==> config.mk <==
export PLATFORM = sky130hd
export DESIGN_NAME = rcm_range_ctrl
export DESIGN_NICKNAME = d
export VERILOG_FILES = /design/src/rtl/rcm_pkg.sv /design/src/rtl/rcm_delay_decode.sv /design/src/rtl/rcm_run_counter.sv /design/src/rtl/rcm_mode_ctrl.sv /design/src/rtl/rcm_range_ctrl.sv
export SDC_FILE = /design/constraint.sdc
export NUM_CORES = 1
export LEC_CHECK = 0
export ABC_AREA = 1
export BUFFER_PORTS_ARGS = -buffer_cell sky130_fd_sc_hd__clkbuf_2
export CORE_MARGIN = 1.5
export CORE_UTILIZATION = 60
export CTS_CLUSTER_DIAMETER = 40
export DETAILED_ROUTE_END_ITERATION = 8
export GPL_ROUTABILITY_DRIVEN = 0
export PLACE_DENSITY = 0.89
export SYNTH_ARGS = -nofsm -noshare
export SYNTH_HDL_FRONTEND = slang
export SYNTH_HIERARCHICAL = 1
export SYNTH_SLANG_ARGS = --single-unit
==> constraint.sdc <==
create_clock -name clk -period 4.6 [get_ports clk]
set_input_delay 0.23 -clock clk [delete_from_list [all_inputs] [get_ports clk]]
set_output_delay 0.23 -clock clk [all_outputs]
set_load 0.02 [all_outputs]
==> src/rtl/rcm_pkg.sv <==
// Package: shared types and sizing helpers for the range-mode controller.
// Assumes the return delay is a power of two selected by a small code.
package rcm_pkg;

    // Mode of the clock extraction loop as driven on the mode output.
    typedef enum logic {
        MODE_NORMAL   = 1'b0,
        MODE_EXTENDED = 1'b1
    } rcm_mode_t;

    // Number of bits needed to hold the largest delay for a code width.
    function automatic int unsigned rcm_cnt_width(input int unsigned rd_w,
                                                  input int unsigned base_log2);
        return base_log2 + (1 << rd_w);
    endfunction

endpackage

==> src/rtl/rcm_delay_decode.sv <==
// Module: rcm_delay_decode
// Turns the return-delay code into a run length of BASE << code bit periods.
// Assumes CNT_W is wide enough to hold the largest length (checked below).
module rcm_delay_decode #(
    parameter int unsigned RD_W      = 2,
    parameter int unsigned BASE_LOG2 = 6,
    parameter int unsigned CNT_W     = 10
) (
    input  logic [RD_W-1:0]  rd_sel,
    output logic [CNT_W-1:0] limit
);
    localparam int unsigned NCODES = 1 << RD_W;
    localparam int unsigned BASE   = 1 << BASE_LOG2;

    logic [CNT_W-1:0] len_tbl [NCODES];

    // One table entry per code, each doubling the previous length.
    for (genvar gi = 0; gi < NCODES; gi++) begin : g_len
        assign len_tbl[gi] = CNT_W'(BASE << gi);
    end

    // Select the length for the current code (sampled continuously).
    always_comb begin
        limit = len_tbl[rd_sel];
    end

    // Parameter sanity: the largest length must fit in the counter width.
    initial begin
        assert (CNT_W >= BASE_LOG2 + NCODES)
            else $error("rcm_delay_decode: CNT_W too narrow");
    end
endmodule

==> src/rtl/rcm_run_counter.sv <==
// Module: rcm_run_counter
// Counts consecutive in-range bit-period strobes while in extended mode.
// Flags the strobe on which the run reaches the selected length. Assumes
// bit_stb is a single-cycle pulse per bit period.
module rcm_run_counter #(
    parameter int unsigned CNT_W     = 10,
    parameter int unsigned MAX_DELAY = 512
) (
    input  logic             clk,
    input  logic             rst_n,
    input  logic             bit_stb,
    input  logic             in_range,
    input  logic             ext_mode,
    input  logic [CNT_W-1:0] limit,
    output logic [CNT_W-1:0] run_cnt,
    output logic             run_done
);
    logic [CNT_W-1:0] cnt_inc;
    logic             good_stb;
    logic             clear_run;

    // Next count if this strobe extends the run, and its qualifiers.
    always_comb begin
        cnt_inc   = run_cnt + CNT_W'(1);
        good_stb  = bit_stb && in_range && ext_mode;
        run_done  = good_stb && (cnt_inc >= limit);
        clear_run = bit_stb && (!ext_mode || !in_range || run_done);
    end

    // Run counter: moves only on strobes, clears on a miss, exit or normal mode.
    always_ff @(posedge clk) begin
        if (!rst_n) begin
            run_cnt <= '0;
        end else if (clear_run) begin
            run_cnt <= '0;
        end else if (good_stb) begin
            run_cnt <= cnt_inc;
        end
    end

    // an out-of-range strobe restarts the run.
    p_clear_on_miss_r3: assert property (@(posedge clk) disable iff (!rst_n)
        (bit_stb && !in_range) |=> (run_cnt == '0));

    // no strobe, no count change.
    p_hold_idle_r6: assert property (@(posedge clk) disable iff (!rst_n)
        !bit_stb |=> $stable(run_cnt));

    // the run never reaches the largest delay.
    p_no_overflow_r1: assert property (@(posedge clk) disable iff (!rst_n)
        run_cnt < CNT_W'(MAX_DELAY));
endmodule

==> src/rtl/rcm_mode_ctrl.sv <==
// Module: rcm_mode_ctrl
// Holds the normal/extended mode. Enters extended mode on any out-of-range
// strobe and leaves it when the run counter reports a completed run.
// Assumes run_done is only raised in extended mode.
module rcm_mode_ctrl
    import rcm_pkg::*;
(
    input  logic      clk,
    input  logic      rst_n,
    input  logic      bit_stb,
    input  logic      in_range,
    input  logic      run_done,
    output rcm_mode_t mode
);
    rcm_mode_t mode_nxt;

    // Next-mode decision, evaluated only on a strobe.
    always_comb begin
        mode_nxt = mode;
        if (bit_stb) begin
            unique case (mode)
                MODE_NORMAL:   if (!in_range) mode_nxt = MODE_EXTENDED;
                MODE_EXTENDED: if (run_done)  mode_nxt = MODE_NORMAL;
                default:       mode_nxt = MODE_NORMAL;
            endcase
        end
    end

    // Mode register with synchronous active-low reset.
    always_ff @(posedge clk) begin
        if (!rst_n) mode <= MODE_NORMAL;
        else        mode <= mode_nxt;
    end

    // an out-of-range strobe in normal mode enters extended mode.
    p_enter_ext_r4: assert property (@(posedge clk) disable iff (!rst_n)
        (mode == MODE_NORMAL && bit_stb && !in_range) |=> (mode == MODE_EXTENDED));

    // an out-of-range strobe in extended mode keeps extended mode.
    p_stay_ext_r3: assert property (@(posedge clk) disable iff (!rst_n)
        (mode == MODE_EXTENDED && bit_stb && !in_range) |=> (mode == MODE_EXTENDED));

    // no strobe, no mode change.
    p_mode_idle_r6: assert property (@(posedge clk) disable iff (!rst_n)
        !bit_stb |=> $stable(mode));
endmodule

==> src/rtl/rcm_range_ctrl.sv <==
// Module: rcm_range_ctrl (top)
// Range-mode controller for a clock extraction loop: selects extended mode
// on an out-of-range bit period and returns to normal mode after a
// programmable run of consecutive in-range bit periods.
// Assumes bit_stb is one cycle wide and in_range is valid with it.
module rcm_range_ctrl
    import rcm_pkg::*;
#(
    parameter int unsigned RD_W      = 2,
    parameter int unsigned BASE_LOG2 = 6
) (
    input  logic            clk,
    input  logic            rst_n,
    input  logic            bit_stb,
    input  logic            in_range,
    input  logic [RD_W-1:0] rd_sel,
    output logic            ext_mode
);
    localparam int unsigned CNT_W     = rcm_cnt_width(RD_W, BASE_LOG2);
    localparam int unsigned MAX_LOG2  = BASE_LOG2 + (1 << RD_W) - 1;
    localparam int unsigned MAX_DELAY = 1 << MAX_LOG2;

    logic [CNT_W-1:0] limit;
    logic [CNT_W-1:0] run_cnt;
    logic             run_done;
    rcm_mode_t        mode;

    rcm_delay_decode #(
        .RD_W      (RD_W),
        .BASE_LOG2 (BASE_LOG2),
        .CNT_W     (CNT_W)
    ) decode_i (
        .rd_sel (rd_sel),
        .limit  (limit)
    );

    rcm_run_counter #(
        .CNT_W     (CNT_W),
        .MAX_DELAY (MAX_DELAY)
    ) counter_i (
        .clk      (clk),
        .rst_n    (rst_n),
        .bit_stb  (bit_stb),
        .in_range (in_range),
        .ext_mode (ext_mode),
        .limit    (limit),
        .run_cnt  (run_cnt),
        .run_done (run_done)
    );

    rcm_mode_ctrl mode_i (
        .clk      (clk),
        .rst_n    (rst_n),
        .bit_stb  (bit_stb),
        .in_range (in_range),
        .run_done (run_done),
        .mode     (mode)
    );

    // Drive the mode select output from the mode register.
    always_comb begin
        ext_mode = (mode == MODE_EXTENDED);
    end

    // a completed run with the current code returns to normal mode.
    p_return_r2: assert property (@(posedge clk) disable iff (!rst_n)
        (ext_mode && bit_stb && in_range && ({1'b0, run_cnt} + 1'b1 >= {1'b0, limit}))
            |=> !ext_mode);

    // an in-range strobe short of the delay stays in extended mode.
    p_no_early_r2: assert property (@(posedge clk) disable iff (!rst_n)
        (ext_mode && bit_stb && in_range && ({1'b0, run_cnt} + 1'b1 < {1'b0, limit}))
            |=> ext_mode);

    // no run is accumulated while in normal mode.
    p_no_precount_r5: assert property (@(posedge clk) disable iff (!rst_n)
        !ext_mode |-> (run_cnt == '0));

    // a sampled reset gives normal mode and a cleared count.
    p_reset_state_r7: assert property (@(posedge clk)
        !rst_n |=> (!ext_mode && run_cnt == '0));
endmodule

==> results.toml <==
[run_status]
status = "finished with violations"
violations = "design-rule violations"

[timing]
finalSetupTns_ps = 0
rsz0062_at_grt = "no"
finalMaxSlewViolations = 0
timing.final.crit_share = 0.4775
hold_viol = 0
max_freq_mhz = 455.3
setup_viol = 0
period_minus_slack_ps = 2196
skew_ps = 5.284

[worst_setup_path]
path_max_fanout = 10
r2r_cells = 13
r2r_start = "counter_i/run_cnt[0]"
arrival_ps = 2340
cpMaxStageDelayCell = "dfxtp_1"
crit_path_end_kind = "flip-flop"
cp.required_ps = 4750
cp.depth = 13
cp.buffers_inverters = 0
crit_family = "simple AND/OR/NAND/NOR gates"
path_cells = "ha_1, nand2_2, nor2_1, nand3_1, and2_1, ha_1, nand2_1, nor2_1, nand3_1, nand4_1, nand2_1, nand2_2, nor2_1"
reg2reg_to = "counter_i/run_cnt[4]"
critPathMostFrequentCell = "nor2_1"
reg2reg_setup_slack_ps = 2400
startpoint_type = "flip-flop"
cp_slowest_stage_delay_ps = 380
crit_type = "flip-flop to flip-flop"

[synthesis]
avgSynthCellArea_um2 = 6.038
netlist_instances = 172
synth_cell_types = 24
synth-xor-area-share = 0.01687
synth.mux.area_fraction = 0
synth-seq-cells = 11
synth_fa_ha_area_frac = 0.1325
yosys.area_share.simple = 0.3614
synth-compound-area-share = 0.07349
syn-cell-area_um2 = 1038
ys_seq_area_frac = 0.2120
synth_top_family_by_area = "simple AND/OR/NAND/NOR gates"
yosysWarningCount = 6

[cts]
cts_tree = "built"
cts.sinks = 11
root_buffer = "clkbuf_4"
cts_hold_buf = 0
postCtsSetupBuffers = 0
path_clk_slew_ps = 70
cts-buffers-inserted = 3
clock_latency_ps = 260
htree_levels = 1
clock_path_buffers = 2
post_cts_resized = 0

[floorplan]
core_area_um2 = 1559
chipWidth_um = 44.61
dieArea_um2 = 1990
io_pins = 7
die_h_um = 44.61
rows = 14
start_util = 0.6661

[route]
vias = 988
drc = 1
ant_nets = 0
route.final.wire_length_um = 1893
vias_per_cell = 5.041
first_pass_iters = 6
drtIter0Drc = 33
post_drt_wl_per_cell_um = 9.658

[global_routing]
top_usage_layer = "met2"
grt_use_met3 = 0.01633
grt_util_met2 = 0.4435
grt_antenna_before_repair = 0
grt_max_degree = 14
grt_pass1_wl_um = 3443
grt.met1_usage = 0.2569
gr-total-overflow = 0
grt_usage = 0.2301
grt_pass1_vias = 911

[hold_path]
whs_path_depth = 3
worstHoldEndpoint = "mode_i/mode"
min_from = "rst_n"
hp-class = "input pin to flip-flop"

[cells_and_area]
final_area_um2 = 1084
final_cell_mix = "40 x inv_1, 39 x nand2_1, 19 x nor2_1, 11 x ha_1, 11 x dfxtp_1"
final_common_cell = "inv_1"
fin_nets = 198
syn2layout_area_growth_pct = 4.337
diodes = 0
drive_gt1_frac = 0.1111

[placement]
place_area_um2 = 1057
detailed_place_hpwl_um = 1561
numPortBuffers = 6

[power_and_ir_drop]
combPwrFrac = 0.123
swShare = 0.2509
leakage_nw = 0.5659
power_mw = 0.1834
p_per_area_nw_per_um2 = 169.2
ir_drop_uv = 173.0
pwr-share-seq = 0.528
internal-power_mw = 0.1374
p_switching_mw = 0.04600
clockPowerShare = 0.349

[job]
cap_viol_max_count = 0
state kept, by name, summed over array words and instances (netlist names):
| name | flops |
|---|---|
| mode_i/mode | 1 |
| counter_i/run_cnt | 10 |
power groups by stage:
stage | Combinational (mW) | Clock [mW] | Sequential [mW]
final | 0.0226 | 0.0639 | 0.0969
after CTS | 0.0223 | 0.0668 | 0.0968
after detailed placement | 0.0222 | 0 | 0.0990
after global placement | 0.0211 | 0 | 0.0989
after floorplan | 0.0184 | 0 | 0.0996
after global routing | 0.0262 | 0.0717 | 0.0969
how the worst max path moves through the flow:
stage	end	slack (ps)	from
floorplan	mode_i/mode	2650	counter_i/run_cnt[0]
global placement	counter_i/run_cnt[8]	2530	counter_i/run_cnt[0]
detailed placement	counter_i/run_cnt[4]	2430	counter_i/run_cnt[0]
CTS	counter_i/run_cnt[4]	2400	counter_i/run_cnt[0]
global route	counter_i/run_cnt[4]	2190	counter_i/run_cnt[0]
finish	counter_i/run_cnt[4]	2400	counter_i/run_cnt[0]
final cells by class:
class                           count  area, um^2
Tap cell                           16       20.02
Inverter                           42       157.7
Clock buffer                        4       26.28
Sequential cell                    11       220.2
Timing Repair Buffer                6       30.03
Fill cell                         140       475.5
Multi-Input combinational cell    117       629.4
worst min-delay path, stage by stage:
cell      delay, ps
clkbuf_2         90
nand2_1          60
nor2_1           40
metrics by stage:
step                      utilization  hold WS [ps]  setup slack (ps)  std cells
final                          0.6950         192.6              2404        196
after global placement         0.6782         471.4              2527        192
after CTS                      0.6950         184.8              2398        196
after detailed placement       0.6782         474.6              2434        192
after global routing           0.6950         191.4              2186        196
after floorplan                     -         356.1              2647        177
cells in the mapped netlist:
library cell,n,area (um^2)
or2_1,1,6.260
ha_1,11,137.6
conb_1,1,3.750
nor3_2,1,10.01
nand2_1,39,146.4
nand3_1,10,50.05
and2_1,3,18.77
nor2_1,19,71.32
inv_2,2,7.510
a21o_1,1,7.510
o21ai_0,3,15.01
buf_2,1,5.000
nor2_2,3,18.77
dfxtp_1,11,220.2
nand4_1,3,18.77
nor3_1,1,5.000
inv_1,40,150.1
o21ai_1,5,25.02
nand2_2,3,18.77
xor2_1,2,17.52
buf_4,6,45.04
o21ai_2,1,8.760
nor2_4,1,11.26
a21oi_1,4,20.02
per-layer routing:
metal | vias up | wire length, um
li1 | 528 | -
met1 | 437 | 846
met2 | 21 | 983
met3 | 2 | 55
met4 | 0 | 8
met5 | - | 0
cells by family after synthesis:
kind of cell / Yosys count
simple gates: 84
fa+ha+maj: 11
other cells: 1
compound gates: 14
buf+inv: 49
flops: 11
xor+xnor: 2
No activity file was read; power rests on OpenSTA's default activity.
